--- src/rtl/dram_ref_pkg.sv ---
package dram_ref_pkg;

  typedef enum logic [2:0] {
    ST_IDLE,
    ST_LEAD,
    ST_ROW,
    ST_TRAIL,
    ST_PRE,
    ST_SLEEP,
    ST_WAKE_TRAIL,
    ST_WAKE_PRE
  } ref_state_e;

  function automatic int unsigned ns_to_cyc(input int unsigned ns, input int unsigned clk_ns);
    int unsigned c;
    c = (ns + clk_ns - 1) / clk_ns;
    return (c == 0) ? 1 : c;
  endfunction

endpackage

--- src/rtl/dram_ref_timer.sv ---
module dram_ref_timer #(
  parameter int unsigned INTERVAL = 1953
) (
  input  logic clk,
  input  logic rst_n,
  input  logic run,
  output logic tick
);
  localparam int unsigned CW = $clog2(INTERVAL + 1);
  localparam logic [CW-1:0] RELOAD = CW'(INTERVAL - 1);

  logic [CW-1:0] cnt;

  assign tick = run && (cnt == '0);

  always_ff @(posedge clk or negedge rst_n) begin
    if (!rst_n)              cnt <= RELOAD;
    else if (!run || tick)   cnt <= RELOAD;
    else                     cnt <= cnt - 1'b1;
  end

  generate
    if (INTERVAL > 1) begin : g_gap
      a_r3_tick_spacing: assert property (@(posedge clk) disable iff (!rst_n)
        tick |=> !tick);
    end
  endgenerate

endmodule

--- src/rtl/dram_ref_credits.sv ---
module dram_ref_credits #(
  parameter int unsigned MAX_CREDITS  = 8,
  parameter int unsigned INIT_CREDITS = 8
) (
  input  logic clk,
  input  logic rst_n,
  input  logic tick,
  input  logic consume,
  input  logic clear,
  output logic pending,
  output logic urgent
);
  localparam int unsigned CW = $clog2(MAX_CREDITS + 1);
  localparam logic [CW-1:0] FULL  = CW'(MAX_CREDITS);
  localparam logic [CW-1:0] START = CW'(INIT_CREDITS);

  logic [CW-1:0] credit;
  logic          inc, dec;

  assign inc     = tick;
  assign dec     = consume && (credit != '0);
  assign pending = (credit != '0);
  assign urgent  = (credit == FULL);

  always_ff @(posedge clk or negedge rst_n) begin
    if (!rst_n)                           credit <= START;
    else if (clear)                       credit <= '0;
    else if (inc && !dec && !urgent)      credit <= credit + 1'b1;
    else if (dec && !inc)                 credit <= credit - 1'b1;
  end

  a_r4_cap: assert property (@(posedge clk) disable iff (!rst_n)
    credit <= FULL);
  a_r4_stay_full: assert property (@(posedge clk) disable iff (!rst_n)
    (urgent && tick && !consume && !clear) |=> urgent);
  a_r9_clear_empties: assert property (@(posedge clk) disable iff (!rst_n)
    clear |=> !pending);

endmodule

--- src/rtl/dram_ref_seq.sv ---
module dram_ref_seq
  import dram_ref_pkg::*;
#(
  parameter int unsigned LEAD_CYC  = 2,
  parameter int unsigned ROW_CYC   = 7,
  parameter int unsigned TRAIL_CYC = 1,
  parameter int unsigned PRE_CYC   = 4,
  parameter int unsigned SLEEP_CYC = 12500,
  parameter int unsigned WAKE_CYC  = 12
) (
  input  logic clk,
  input  logic rst_n,
  input  logic start,
  input  logic sr_req,
  output logic ras_n,
  output logic cas_n,
  output logic we_n,
  output logic busy,
  output logic cbr_done,
  output logic sleep_enter,
  output logic in_sleep
);
  localparam int unsigned CW = $clog2(SLEEP_CYC + 1);
  localparam logic [CW-1:0] LEAD_L  = CW'(LEAD_CYC - 1);
  localparam logic [CW-1:0] ROW_L   = CW'(ROW_CYC - 1);
  localparam logic [CW-1:0] TRAIL_L = CW'(TRAIL_CYC - 1);
  localparam logic [CW-1:0] PRE_L   = CW'(PRE_CYC - 1);
  localparam logic [CW-1:0] SLEEP_L = CW'(SLEEP_CYC - 1);
  localparam logic [CW-1:0] WAKE_L  = CW'(WAKE_CYC - 1);

  ref_state_e    state;
  logic [CW-1:0] cnt;
  logic          self_mode;
  logic          done;

  assign done = (cnt == '0);

  always_ff @(posedge clk or negedge rst_n) begin
    if (!rst_n) begin
      state     <= ST_IDLE;
      cnt       <= '0;
      self_mode <= 1'b0;
    end else begin
      unique case (state)
        ST_IDLE: if (start) begin
          state     <= ST_LEAD;
          cnt       <= LEAD_L;
          self_mode <= sr_req;
        end
        ST_LEAD: if (!done) cnt <= cnt - 1'b1;
          else if (self_mode) begin state <= ST_SLEEP; cnt <= SLEEP_L; end
          else begin state <= ST_ROW; cnt <= ROW_L; end
        ST_ROW: if (!done) cnt <= cnt - 1'b1;
          else begin state <= ST_TRAIL; cnt <= TRAIL_L; end
        ST_TRAIL: if (!done) cnt <= cnt - 1'b1;
          else begin state <= ST_PRE; cnt <= PRE_L; end
        ST_PRE: if (!done) cnt <= cnt - 1'b1;
          else state <= ST_IDLE;
        ST_SLEEP: if (!done) cnt <= cnt - 1'b1;
          else if (!sr_req) begin state <= ST_WAKE_TRAIL; cnt <= TRAIL_L; end
        ST_WAKE_TRAIL: if (!done) cnt <= cnt - 1'b1;
          else begin state <= ST_WAKE_PRE; cnt <= WAKE_L; end
        ST_WAKE_PRE: if (!done) cnt <= cnt - 1'b1;
          else begin
            state     <= ST_LEAD;
            cnt       <= LEAD_L;
            self_mode <= 1'b0;
          end
        default: state <= ST_IDLE;
      endcase
    end
  end

  always_comb begin
    ras_n = !(state == ST_ROW || state == ST_SLEEP);
    cas_n = !(state == ST_LEAD || state == ST_ROW || state == ST_TRAIL ||
              state == ST_SLEEP || state == ST_WAKE_TRAIL);
    we_n  = 1'b1;
    busy  = (state != ST_IDLE);
    cbr_done    = (state == ST_ROW) && done;
    sleep_enter = (state == ST_LEAD) && done && self_mode;
    in_sleep    = (state == ST_SLEEP || state == ST_WAKE_TRAIL || state == ST_WAKE_PRE);
  end

  a_r5_cas_before_ras: assert property (@(posedge clk) disable iff (!rst_n)
    $fell(ras_n) |-> $past(!cas_n));
  a_r7_cas_after_ras: assert property (@(posedge clk) disable iff (!rst_n)
    $rose(ras_n) |-> !cas_n);
  a_r10_wake_to_refresh: assert property (@(posedge clk) disable iff (!rst_n)
    (state == ST_WAKE_PRE && done) |=> (state == ST_LEAD && !self_mode));
  a_r9_hold_while_req: assert property (@(posedge clk) disable iff (!rst_n)
    (state == ST_SLEEP && sr_req) |=> !ras_n);

endmodule

--- src/rtl/dram_refresh_sched.sv ---
module dram_refresh_sched
  import dram_ref_pkg::*;
#(
  parameter int unsigned CLK_NS       = 8,
  parameter int unsigned ROW_BITS     = 12,
  parameter int unsigned MAX_CREDITS  = 8,
  parameter int unsigned INIT_CREDITS = 8
) (
  input  logic clk,
  input  logic rst_n,
  input  logic sr_req,
  input  logic grant,
  output logic ref_req,
  output logic urgent,
  output logic busy,
  output logic ras_n,
  output logic cas_n,
  output logic we_n
);
  localparam int unsigned PERIOD_NS = (ROW_BITS >= 12) ? 64_000_000 : 32_000_000;
  localparam int unsigned ROWS      = 1 << ROW_BITS;
  localparam int unsigned INTERVAL  = PERIOD_NS / ROWS / CLK_NS;
  localparam int unsigned LEAD_CYC  = ns_to_cyc(10, CLK_NS);
  localparam int unsigned ROW_CYC   = ns_to_cyc(50, CLK_NS) > ns_to_cyc(10, CLK_NS) ?
                                      ns_to_cyc(50, CLK_NS) : ns_to_cyc(10, CLK_NS);
  localparam int unsigned TRAIL_CYC = ns_to_cyc(5, CLK_NS);
  localparam int unsigned PRE_CYC   = ns_to_cyc(30, CLK_NS);
  localparam int unsigned SLEEP_CYC = ns_to_cyc(100_000, CLK_NS);
  localparam int unsigned WAKE_CYC  = ns_to_cyc(95, CLK_NS);

  logic tick, pending, start, cbr_done, sleep_enter, in_sleep;

  assign ref_req = (pending || sr_req) && !busy;
  assign start   = ref_req && grant;

  dram_ref_timer #(.INTERVAL(INTERVAL)) u_timer (
    .clk(clk), .rst_n(rst_n), .run(!in_sleep), .tick(tick)
  );

  dram_ref_credits #(.MAX_CREDITS(MAX_CREDITS), .INIT_CREDITS(INIT_CREDITS)) u_credits (
    .clk(clk), .rst_n(rst_n), .tick(tick), .consume(cbr_done),
    .clear(sleep_enter), .pending(pending), .urgent(urgent)
  );

  dram_ref_seq #(
    .LEAD_CYC(LEAD_CYC), .ROW_CYC(ROW_CYC), .TRAIL_CYC(TRAIL_CYC),
    .PRE_CYC(PRE_CYC), .SLEEP_CYC(SLEEP_CYC), .WAKE_CYC(WAKE_CYC)
  ) u_seq (
    .clk(clk), .rst_n(rst_n), .start(start), .sr_req(sr_req),
    .ras_n(ras_n), .cas_n(cas_n), .we_n(we_n), .busy(busy),
    .cbr_done(cbr_done), .sleep_enter(sleep_enter), .in_sleep(in_sleep)
  );

  a_r2_req_only_idle: assert property (@(posedge clk) disable iff (!rst_n)
    ref_req |-> !busy);
  a_r2_grant_taken: assert property (@(posedge clk) disable iff (!rst_n)
    (ref_req && grant) |=> busy);
  a_r8_strobes_owned: assert property (@(posedge clk) disable iff (!rst_n)
    (!ras_n || !cas_n) |-> busy);

endmodule

--- config.mk ---
export PLATFORM = sky130hd
export DESIGN_NAME = dram_refresh_sched
export DESIGN_NICKNAME = d
export VERILOG_FILES = /design/src/rtl/dram_ref_pkg.sv /design/src/rtl/dram_ref_timer.sv /design/src/rtl/dram_ref_credits.sv /design/src/rtl/dram_ref_seq.sv /design/src/rtl/dram_refresh_sched.sv
export SDC_FILE = /design/constraint.sdc
export NUM_CORES = 1
export LEC_CHECK = 0
export BUFFER_PORTS_ARGS = -buffer_cell sky130_fd_sc_hd__buf_2
export CAP_MARGIN = 20
export CORE_UTILIZATION = 55
export DETAILED_ROUTE_END_ITERATION = 10
export HOLD_SLACK_MARGIN = 0.03
export PLACE_DENSITY = 0.76
export SYNTH_ARGS = -nofsm -noshare
export SYNTH_HDL_FRONTEND = slang
export SYNTH_SLANG_ARGS = --single-unit
--- constraint.sdc ---
create_clock -name clk -period 2.6 [get_ports clk]
set_clock_uncertainty 0.05 [all_clocks]
set_input_delay 0.52 -clock clk [delete_from_list [all_inputs] [get_ports clk]]
set_output_delay 0.52 -clock clk [all_outputs]
set_load 0.03 [all_outputs]
## Word-level counts from Yosys, hierarchy flattened

Cells that the tools add are included.

- Logic and storage cells: 93
- Flip-flop bits (word level): 33
- Input port bits: 4

- Reduce and logical (&&, ||, !) cells: 36
- Eq/ne operators: 19
- Multiplexer cells: 29
- Add/subtract/negate cells: 4

Operator list:

| cell | count |
|---|---|
| 14-bit 2-to-1 mux | 10 |
| 14-bit case mux with 8 select lines | 1 |
| 3-bit 2-to-1 mux | 10 |
| 3-bit case mux with 8 select lines | 1 |
| 14-bit logical NOT | 1 |
| 2-bit by 1-bit != test with 1-bit output (second input constant) | 7 |
| 14-bit by 1-bit subtractor with 14-bit output (second input constant) | 1 |
| 3-bit == test (second input constant) | 4 |
| 4-bit 2-to-1 mux | 3 |
| 11-bit logical NOT | 1 |
| 11-bit 2-to-1 mux | 1 |
| 11-bit by 1-bit subtractor with 11-bit output (second input constant) | 1 |
| 1-bit logical AND | 10 |
| 1-bit logical OR | 9 |
| 9-bit AND reduction | 1 |
| 1-bit logical NOT | 7 |
| 3-bit by 2-bit == test with 1-bit output (second input constant) | 2 |
| 2-bit != test (second input constant) | 3 |
| 3-bit AND reduction | 2 |
| 3-bit nonzero test | 2 |
| 4-bit by 1-bit adder with 4-bit output (second input constant) | 1 |
| 4-bit == test (second input constant) | 1 |
| 4-bit nonzero test | 1 |
| 4-bit by 1-bit subtractor with 4-bit output (second input constant) | 1 |
| other kinds (6) | 7 |

## Logic depth before layout (Yosys ltp)

Gate-level depths: netlist of the first run.

- Word-level depth: 10
- Depth in mapped cells: 13

## Modules after synthesis

Synthesis of the first run repeated with hierarchy kept, for this count alone.

- Cell total of the unflattened synthesis: 256
- Area total of the unflattened synthesis: 2,293.4 µm²

Modules (own cells, without submodules):

| module | sequential area each (µm²) | times used | area each (µm²) | cells an instance |
|---|---|---|---|---|
| dram_ref_seq | 450.4 | 1 | 1,330.0 | 159 |
| dram_ref_timer | 281.5 | 1 | 571.8 | 52 |
| dram_ref_credits | 101.3 | 1 | 367.9 | 41 |
| dram_refresh_sched | 0.0 | 1 | 23.8 | 4 |

## Worst setup path before layout of the first run

No wires, ideal clock.

- Path type: reg-to-reg
- Start: register u_seq.cnt[0]
- End: register u_credits.credit[3]
- Clock period less this slack: 2.827 ns
- Arrival time: 2.697 ns
- Stages on the path, launching flop included: 14
- Setup slack: -0.227 ns
- Path buffers: 1
- Path through: dfrtp_1 -> inv_1 -> ha_1 -> or4b_1 -> buf_4 -> nor4_4 -> a211oi_1 -> inv_1 -> ha_1 -> a21o_1 -> a21oi_1 -> xor2_1 -> o211ai_1 -> a21boi_2

- Word-level cells in the longest chain between the ends: 8
- Elaborated cells on any way between the ends: 12

RTL lines:

| what | line | RTL |
|---|---|---|
| from (decl) | dram_ref_seq.sv:32 | `logic [CW-1:0] cnt;` |
| from (signal assigned) | dram_ref_seq.sv:50 | `ST_LEAD: if (!done) cnt <= cnt - 1'b1;` |
| from (signal assigned) | dram_ref_seq.sv:53 | `ST_ROW: if (!done) cnt <= cnt - 1'b1;` |
| from (signal assigned) | dram_ref_seq.sv:55 | `ST_TRAIL: if (!done) cnt <= cnt - 1'b1;` |
| 14-bit logical NOT * | dram_ref_seq.sv:36 | `assign done = (cnt == '0);` |
| 1-bit logical AND | dram_ref_seq.sv:80 | `cbr_done = (state == ST_ROW) && done;` |
| 1-bit logical AND | dram_ref_credits.sv:21 | `assign dec = consume && (credit != '0);` |
| 1-bit logical NOT | dram_ref_credits.sv:28 | `else if (inc && !dec && !urgent) credit <= credit + 1'b1;` |
| 1-bit logical AND (2 in series) | dram_ref_credits.sv:28 |  |
| 4-bit 2-to-1 mux | dram_ref_credits.sv:28 |  |
| 4-bit 2-to-1 mux | dram_ref_credits.sv:27 | `else if (clear) credit <= '0;` |
| to (signal assigned) | dram_ref_credits.sv:28 |  |
| to (signal assigned) | dram_ref_credits.sv:29 | `else if (dec && !inc) credit <= credit - 1'b1;` |
| to (decl) | dram_ref_credits.sv:17 | `logic [CW-1:0] credit;` |

Every way passes the cells marked *; elsewhere a longest branch is shown, timed or not.
A chain may end at the register's enable or synchronous reset.

## Final worst setup path of the first run

- Start: register u_seq.cnt[1]
- End: register u_seq.cnt[7]

- Word-level cells in the longest chain between the ends: 3
- Elaborated cells on any way between the ends: 13

RTL lines:

| what | line | RTL |
|---|---|---|
| 14-bit by 1-bit subtractor with 14-bit output or 14-bit logical NOT (tied branches) | -- |  |
| 14-bit 2-to-1 mux (tied with other cells) | dram_ref_seq.sv:63 | `ST_WAKE_PRE: if (!done) cnt <= cnt - 1'b1;` |
| 14-bit case mux with 8 select lines or 3-bit AND reduction (tied branches) | -- |  |

Several ways; a longest one is shown, not always the timed one. The select of a mux whose other input is x is not followed.

==> results of run 1 <==
## cell type report
class | instances | area (um2)
clock buffers | 5 | 68.8
clock inverters | 3 | 65.1
fillers | 303 | 1060
inverters | 10 | 37.5
multi-input cells | 213 | 1340
flip-flops and latches | 33 | 833
well taps | 48 | 60.1
repair buffers | 36 | 274
## registers in the layout, indices dropped and copies added (netlist names)
register,cells
u_seq.cnt,14
u_timer.cnt,11
u_seq.self_mode,1
u_seq.state,3
u_credits.credit,4
## power breakdown
part	total (mW)	switching (mW)	leakage [nW]	internal, mW
sequential	0.514	0	0.378	0.514
combinational	0.0161	0.0139	0.610	0.00223
clock	0.578	0.197	0.0681	0.381
total	1.11	0.211	1.06	0.897
## cell usage after synthesis, drive strengths merged (2+ instances only)
cell	count
dfrtp	27
o41ai	2
inv	10
a31oi	2
dfstp	6
nor2	38
nor3b	4
or3	5
or4	4
a21boi	2
nand2b	5
nor3	13
clkbuf	6
o21ai	30
buf	5
a21o	2
a22o	2
and2	2
xor2	5
or2	3
a21oi	13
ha	5
nand2	35
nand3	7
nor2b	3
nor4	5
a221o	3
xnor2	6
o31ai	3
## metal layers
metal	routed length (um)	up-vias	part of all wire	global-route usage
met5	0	-	0	0
met4	78	0	0.015	0.109
met3	234	6	0.046	0.0521
met2	2460	51	0.49	0.423
met1	2270	957	0.45	0.360
li1	-	1006	-	-
## cell families (layout without fill, tap and decap cells)
logic type	count (synthesis)	count (layout)
and+or+nand+nor	129	129
AOI/OAI and AO/OA	66	66
DFF	33	33
buffers and inverters	21	54
xor gates and xnor gates	11	11
adders and majority gates	6	6
other	1	1
## how the worst min path moves through the flow
stage	slack, ns	endpoint	depth (start not counted)	startpoint
2_1_floorplan	0.17	u_credits.credit[0]$_DFFE_PN0P_	0	rst_n
3_3_place_gp	0.39	u_timer.cnt[0]$_DFF_PN0_	1	u_timer.cnt[0]$_DFF_PN0_
3_5_place_dp	0.39	u_timer.cnt[0]$_DFF_PN0_	1	u_timer.cnt[0]$_DFF_PN0_
4_1_cts	0.26	u_timer.cnt[1]$_DFF_PN0_	1	rst_n
5_1_grt	0.30	u_timer.cnt[1]$_DFF_PN0_	1	rst_n
6_report	0.24	u_timer.cnt[1]$_DFF_PN0_	1	rst_n
## placed cells by master (no fill, tap or decap), drive strengths merged, types with 7 or more instances in the layout
cell type / netlist / routed
nand3: 7 / 7
a21oi: 13 / 13
dfrtp: 27 / 27
nor2: 38 / 38
inv: 10 / 10
o21ai: 30 / 30
nor3: 13 / 13
buf: 5 / 36
nand2: 35 / 35
## what timing repair did
item                                    4_1_cts  5_1_grt
endpoints found under the setup margin        7       14
pin swaps                                     5       17
setup buffers                                 1        4
resized for setup                             6       22
## stage by stage
step | instances | TNS, ns | hold WS [ns] | total power [mW] | setup WS [ns]
2_1_floorplan | 267 | -0.198 | 0.174 | 0.527 | -0.198
6_report | 348 | -0.477 | 0.236 | 1.11 | -0.0891
5_1_grt | 348 | -1.42 | 0.302 | 1.14 | -0.198
3_5_place_dp | 336 | -0.229 | 0.392 | 0.540 | -0.183
4_1_cts | 345 | -0.0688 | 0.259 | 1.12 | -0.0688
3_3_place_gp | 336 | -0.0736 | 0.388 | 0.540 | -0.0736
==> impl_metrics.ini, run 1 <==
[run_status]
status = finished with violations
violations = negative setup slack

[layout]
final_cell_area_um2 = 2680
drive_gt1_frac = 0.253
nNetsFinal = 309
antenna_cells = 0
syn2layout_area_growth_pct = 22.1
fin_util = 0.716

[detailed_routing]
vias = 2020
dr.first_iter.drc_count = 112
wl_per_cell_um = 14.5
drtPass1Iterations = 4
routed_wl_um = 5040
vias_per_cell = 5.80
route.detailed.drc = 0
drtAntennaViolNets = 0

[yosys]
synth-edff-count = 0
synth.top_cells.by_area = dfrtp_1, dfstp_2, nor2_1, o21ai_0, nand2_1
yosys_most_used_dff = dfrtp_1
synth_simple_gate_area_share = 0.292
syn-cell-area_um2 = 2190
synth.area.mux_share = 0
synth_xor_xnor_area_share = 0.0439
ys_seq_area_frac = 0.380
async_flop_share = 1.00
synth_top_area_frac = 0.308
synth-compound-area-share = 0.197
synth-seq-cells = 33
ys.warnings.count = 0
synth_top_family_by_area = simple AND/OR/NAND/NOR gates
avgSynthCellArea_um2 = 8.21
syn_nets = 277
synth.largest_area_cell = dfrtp_1
synthCells = 267
synth-adder-area-share = 0.0376
synth.distinct_cells = 52

[power]
power_density_nw_per_um2 = 413
vdd_drop_max_mv = 0.232
cellLeakagePower_nw = 1.06

[clock_tree]
cts_buffer_depth = 2
h-tree-depth = 2
cts_hold_buffers = 0
cts_made_buffers = 5
cts_root_buf = clkbuf_8
cts_tree = done
clk_latency_ns = 0.29
cts_sinks = 33
clk_pin_slew_ns = 0.07

[critical_path]
cp_slowest_cell = or4_4
ff2ff_path_depth = 9
worst_setup_path_start_kind = flip-flop
crit_type = reg -> reg
endpoint = u_seq.cnt[7]$_DFFE_PN0P_
cp.required_ns = 2.72
r2r_start = u_seq.cnt[1]$_DFFE_PN0P_
cp_max_fo = 5
crit_path_max_incr_delay_ns = 0.53
rrSetupSlack_ns = -0.09
critPathBufInv = 3
crit_family = simple AND/OR/NAND/NOR gates
cp_num_cells = 9
reg2reg_to = u_seq.cnt[7]$_DFFE_PN0P_
cp_cell_sequence = inv_2 > ha_4 > or4b_4 > buf_4 > buf_6 > or4_4 > a221o_1 > o21ai_1 > nand2_1
cp-end-kind = flip-flop
cp.arrival_ns = 2.81
cp-startpoint = u_seq.cnt[1]$_DFFE_PN0P_

[sta]
min_period_ns = 2.69
report.final.slew_viol_count = 0
fin_crit_sh = 1.03
finalHoldViolCount = 0
worstMarginPinSlew_ns = 0.728
rsz0062_at_grt = yes
timing.slew.headroom = 0.515
worst_slack_ns = -0.0891
setup_viol = 8
max_freq_mhz = 372

[placed_design]
place_area_um2 = 2430
gp_congestion = 0.789
hpwlAfterDp_um = 3410
port-buffer-count = 8

[global_route]
grt_first_pass_wirelength_um = 8600
grt_overflow = 0
groute.usage.overall = 0.268
antenna_found_initial = 0
grt_start_max_net_pins = 34
grt_pass1_vias = 1881

[die]
dieWidth_um = 65.2
coreArea_um2 = 3740
start_util = 0.586
rows = 22
die_area_um2 = 4240
pin_count = 10
die_y_um = 65.2

[run]
maxCapViolCount = 0

[hold_path]
hold_path.class = in -> async
Power figures use the tool's default switching activity.
==> run 2, diff against run 1 <==
--- a/config.mk
+++ b/config.mk
@@ -5,10 +5,10 @@
 export SDC_FILE = /design/constraint.sdc
 export NUM_CORES = 1
 export LEC_CHECK = 0
-export BUFFER_PORTS_ARGS = -buffer_cell sky130_fd_sc_hd__buf_2
 export CAP_MARGIN = 20
-export CORE_UTILIZATION = 55
+export CORE_UTILIZATION = 57
 export DETAILED_ROUTE_END_ITERATION = 10
+export DONT_BUFFER_PORTS = 1
 export HOLD_SLACK_MARGIN = 0.03
 export PLACE_DENSITY = 0.76
 export SYNTH_ARGS = -nofsm -noshare
==> impl_metrics.ini, run 2 (synthesis results as in run 1) <==
[critical_path]
cp.required_ns = 2.72
cp.arrival_ns = 2.86
ff2ff_path_depth = 9
cp_max_fo = 5
reg2reg_to = u_seq.cnt[13]$_DFFE_PN0P_
endpoint = u_seq.cnt[13]$_DFFE_PN0P_
worst_setup_path_start_kind = flip-flop
cp-end-kind = flip-flop
cp-startpoint = u_seq.cnt[1]$_DFFE_PN0P_
crit_type = reg -> reg
rrSetupSlack_ns = -0.14
r2r_start = u_seq.cnt[1]$_DFFE_PN0P_

[power]
power_density_nw_per_um2 = 344
cellLeakagePower_nw = 1.05
vdd_drop_max_mv = 0.254

[die]
die_y_um = 64.0
die_area_um2 = 4100
rows = 22
dieWidth_um = 64.0
pin_count = 10
start_util = 0.595
coreArea_um2 = 3690

[layout]
fin_util = 0.718
top_register = u_seq.cnt
largestRegisters = u_seq.cnt (14), u_timer.cnt (11), u_credits.credit (4)
fin_cells = 348
final_common_cell = nor2_1
syn2layout_area_growth_pct = 20.8
nNetsFinal = 309
final_cell_area_um2 = 2650
drive_gt1_frac = 0.247
largest_reg_flops = 14
antenna_cells = 0
mostFrequentLayoutCells = nor2_1, nand2_1, buf_4

[detailed_routing]
vias_per_cell = 5.77
drtPass1Iterations = 4
routed_wl_um = 5240
vias = 2008
route.detailed.drc = 0
dr.first_iter.drc_count = 136
drtAntennaViolNets = 0
wl_per_cell_um = 15.1

[hold_path]
hold_path.class = in -> reg

[clock_tree]
cts_tree = done
clk_latency_ns = 0.28
cts_sinks = 33
cts_buffer_depth = 2
h-tree-depth = 2
clk_pin_slew_ns = 0.07
cts_made_buffers = 5
cts_root_buf = clkbuf_8

[placed_design]
placed_cells = 333
place_area_um2 = 2430
hpwlAfterDp_um = 3450
port-buffer-count = 0
gp_congestion = 0.866

[sta]
finalHoldViolCount = 0
max_freq_mhz = 366
setup_viol = 12
worstMarginPinSlew_ns = 0.505
min_period_ns = 2.74
fin_crit_sh = 1.05
report.final.slew_viol_count = 0
whs_ns = 0.324
worst_slack_ns = -0.136
rsz0062_at_grt = yes
timing.slew.headroom = 0.660
fin_setup_tns_ns = -0.999

[run_status]
status = finished with violations
violations = negative setup slack

[global_route]
grt_start_max_net_pins = 34
grt_first_pass_wirelength_um = 8790
antenna_found_initial = 0
groute.usage.overall = 0.279
grt_pass1_vias = 1957
grt_overflow = 0

[run]
maxCapViolCount = 0
-- run 2: changes by cell type in the layout (fill, tap and decap cells not counted), moves of 2 or more --
| cell | before | now |
|---|---|---|
| bufinv_16 | 2 | 0 |
| o21ai_0 | 16 | 13 |
| buf_4 | 24 | 30 |
| buf_2 | 8 | 0 |
| o21ai_1 | 11 | 15 |
-- run 2: report_power, final --
group / switching [mW] / internal [mW] / leakage (nW) / total, mW
logic: 0.0129 / 0.00473 / 0.626 / 0.0176
registers: 0 / 0.514 / 0.378 / 0.514
clock network: 0.193 / 0.186 / 0.0450 / 0.379
total: 0.206 / 0.704 / 1.05 / 0.910
-- run 2: timing repair --
| action | in CTS | in global routing |
|---|---|---|
| pin swaps | 4 | 12 |
| setup buffers | 1 | 5 |
| hold buffers | 2 | 0 |
| resized for setup | 1 | 29 |
| endpoints found under the hold margin | 33 | 0 |
| setup endpoints to repair | 6 | 15 |
-- run 2: critical path: stages (launching register included) --
cell and delay [ns]:
dfrtp_1 0.39, inv_2 0.07, ha_4 0.14, or4b_4 0.49, buf_4 0.16, buf_6 0.11
or4_4 0.56, a221o_1 0.46, o21ai_1 0.12, nand2_1 0.06
-- run 2: per-stage QoR --
stage,setup WS [ns],power (mW)
2_1_floorplan,-0.198,0.527
3_3_place_gp,-0.0760,0.526
3_5_place_dp,-0.183,0.526
4_1_cts,-0.111,0.913
5_1_grt,-0.247,0.942
6_report,-0.136,0.910
-- run 2: cell type report --
class / instances / area [um2]
flip-flops and latches: 33 / 833
multi-input cells: 213 / 1330
repair buffers: 36 / 309
clock buffers: 6 / 72.6
inverters: 10 / 37.5
fillers: 309 / 1040
clock inverters: 2 / 10.0
well taps: 48 / 60.1
-- run 2: worst min path at each step --
stage | startpoint | end | slack (ns) | cells past startpoint
finish | sr_req | u_seq.self_mode$_DFFE_PN0P_ | 0.32 | 2
global route | sr_req | u_seq.self_mode$_DFFE_PN0P_ | 0.35 | 2
CTS | sr_req | u_seq.self_mode$_DFFE_PN0P_ | 0.32 | 2
detailed placement | rst_n | u_timer.cnt[4]$_DFF_PN0_ | 0.18 | 0
global placement | rst_n | u_timer.cnt[2]$_DFF_PN0_ | 0.18 | 0
floorplan | rst_n | u_credits.credit[0]$_DFFE_PN0P_ | 0.17 | 0
-- run 2: layer usage --
layer / vias up / track usage / wire length [um]
li1: 1004 / - / -
met1: 944 / 0.378 / 2500
met2: 53 / 0.432 / 2430
met3: 7 / 0.0625 / 226
met4: 0 / 0.111 / 83
met5: - / 0 / 0
==> run 3, diff against run 2 <==
--- a/config.mk
+++ b/config.mk
@@ -9,7 +9,8 @@
 export CORE_UTILIZATION = 57
 export DETAILED_ROUTE_END_ITERATION = 10
 export DONT_BUFFER_PORTS = 1
-export HOLD_SLACK_MARGIN = 0.03
+export HOLD_SLACK_MARGIN = 0.15
+export MAX_ROUTING_LAYER = met4
 export PLACE_DENSITY = 0.76
 export SYNTH_ARGS = -nofsm -noshare
 export SYNTH_HDL_FRONTEND = slang
==> impl_metrics.ini, run 3 (synthesis results as in run 1) <==
[run_status]
status = finished with violations
violations = negative setup slack

[global_route]
grt_pass1_vias = 1963
grt_first_pass_wirelength_um = 8790
antenna_found_initial = 0
grt_overflow = 0
grt_start_max_net_pins = 34
groute.usage.overall = 0.287

[detailed_routing]
drtPass1Iterations = 4
routed_wl_um = 5140
vias_per_cell = 5.80
dr.first_iter.drc_count = 157
wl_per_cell_um = 14.8
route.detailed.drc = 0
vias = 2020
drtAntennaViolNets = 0

[placed_design]
place_area_um2 = 2430
gp_congestion = 0.880
hpwlAfterDp_um = 3450
placed_cells = 333
port-buffer-count = 0

[sta]
rsz0062_at_grt = yes
fin_setup_tns_ns = -0.941
worstMarginPinSlew_ns = 0.508
report.final.slew_viol_count = 0
min_period_ns = 2.73
timing.slew.headroom = 0.658
fin_crit_sh = 1.05
max_freq_mhz = 366
finalHoldViolCount = 0
worst_slack_ns = -0.129
setup_viol = 12

[power]
power_density_nw_per_um2 = 344
cellLeakagePower_nw = 1.05
vdd_drop_max_mv = 0.251

[hold_path]
min_path_cells = 2
hold_path.class = in -> reg

[die]
rows = 22
die_y_um = 64.0
dieWidth_um = 64.0
coreArea_um2 = 3690
die_area_um2 = 4100
pin_count = 10
start_util = 0.595

[layout]
largest_reg_flops = 14
fin_cells = 348
final_common_cell = nor2_1
antenna_cells = 0
syn2layout_area_growth_pct = 20.8
top_register = u_seq.cnt
nNetsFinal = 309
final_cell_area_um2 = 2650
drive_gt1_frac = 0.247
largestRegisters = u_seq.cnt (14), u_timer.cnt (11), u_credits.credit (4)
mostFrequentLayoutCells = nor2_1, nand2_1, buf_4

[clock_tree]
clk_latency_ns = 0.28
cts_tree = done
h-tree-depth = 2
cts_sinks = 33
cts_buffer_depth = 2
cts_root_buf = clkbuf_8
cts_made_buffers = 5
clk_pin_slew_ns = 0.07

[critical_path]
cp.arrival_ns = 2.85
worst_setup_path_start_kind = flip-flop
cp-end-kind = flip-flop
cp_max_fo = 5
crit_type = reg -> reg
ff2ff_path_depth = 9
cp.required_ns = 2.72

[run]
maxCapViolCount = 0
## run 3: cell counts in the layout (fill, tap and decap cells not counted)
No cell type changed its count.
## run 3: final timing paths
path | startpoint | to | slack (ns)
max in group asynchronous | rst_n | u_timer.cnt[8]$_DFF_PN1_ | 1.61
setup / recovery | u_seq.cnt[1]$_DFFE_PN0P_ | u_seq.cnt[4]$_DFFE_PN0P_ | -0.13
min in group asynchronous | rst_n | u_timer.cnt[1]$_DFF_PN0_ | 0.65
hold reg to reg | u_timer.cnt[0]$_DFF_PN0_ | u_timer.cnt[0]$_DFF_PN0_ | 0.39
setup reg to reg | u_seq.cnt[1]$_DFFE_PN0P_ | u_seq.cnt[4]$_DFFE_PN0P_ | -0.13
hold / removal | sr_req | u_seq.self_mode$_DFFE_PN0P_ | 0.33
## run 3: where the power goes
group / leakage, nW / total [mW] / internal (mW) / switching, mW
combinational: 0.626 / 0.0176 / 0.00473 / 0.0129
clock: 0.0450 / 0.380 / 0.186 / 0.194
sequential: 0.378 / 0.514 / 0.514 / 0
total: 1.05 / 0.911 / 0.704 / 0.207
## run 3: final cells by class
class,count,area [um2]
multi-input cells,213,1330
fillers,309,1040
flip-flops and latches,33,833
repair buffers,36,309
clock buffers,6,72.6
well taps,48,60.1
inverters,10,37.5
clock inverters,2,10.0
## run 3: routing by layer
metal,part of all wire,GRT usage
met5,0,-
met4,0.016,0.111
met3,0.047,0.0625
met2,0.48,0.434
met1,0.46,0.377
## run 3: what timing repair did
action                                  4_1_cts  5_1_grt
endpoints found under the setup margin        6       15
endpoints found under the hold margin        33        0
gates resized for setup                       1       29
buffers inserted                              1        5
pin swaps                                     4       12
hold buffers                                  2        0
## run 3: metrics by stage
| stage | utilization | hold WS (ns) | power, mW | worst slack [ns] |
|---|---|---|---|---|
| 2_1_floorplan | - | 0.174 | 0.527 | -0.198 |
| 3_3_place_gp | 0.659 | 0.175 | 0.526 | -0.0760 |
| 3_5_place_dp | 0.659 | 0.175 | 0.526 | -0.183 |
| 4_1_cts | 0.692 | 0.321 | 0.913 | -0.111 |
| 5_1_grt | 0.718 | 0.345 | 0.942 | -0.247 |
| 6_report | 0.718 | 0.326 | 0.911 | -0.129 |
## run 3: worst max-delay path: stages, from the launching register on
cell and delay (ns):
dfrtp_1 0.39, inv_2 0.07, ha_4 0.14, or4b_4 0.49, buf_4 0.16, buf_6 0.11, or4_4 0.56, a221o_1 0.46
o21ai_1 0.12, nand2_1 0.07
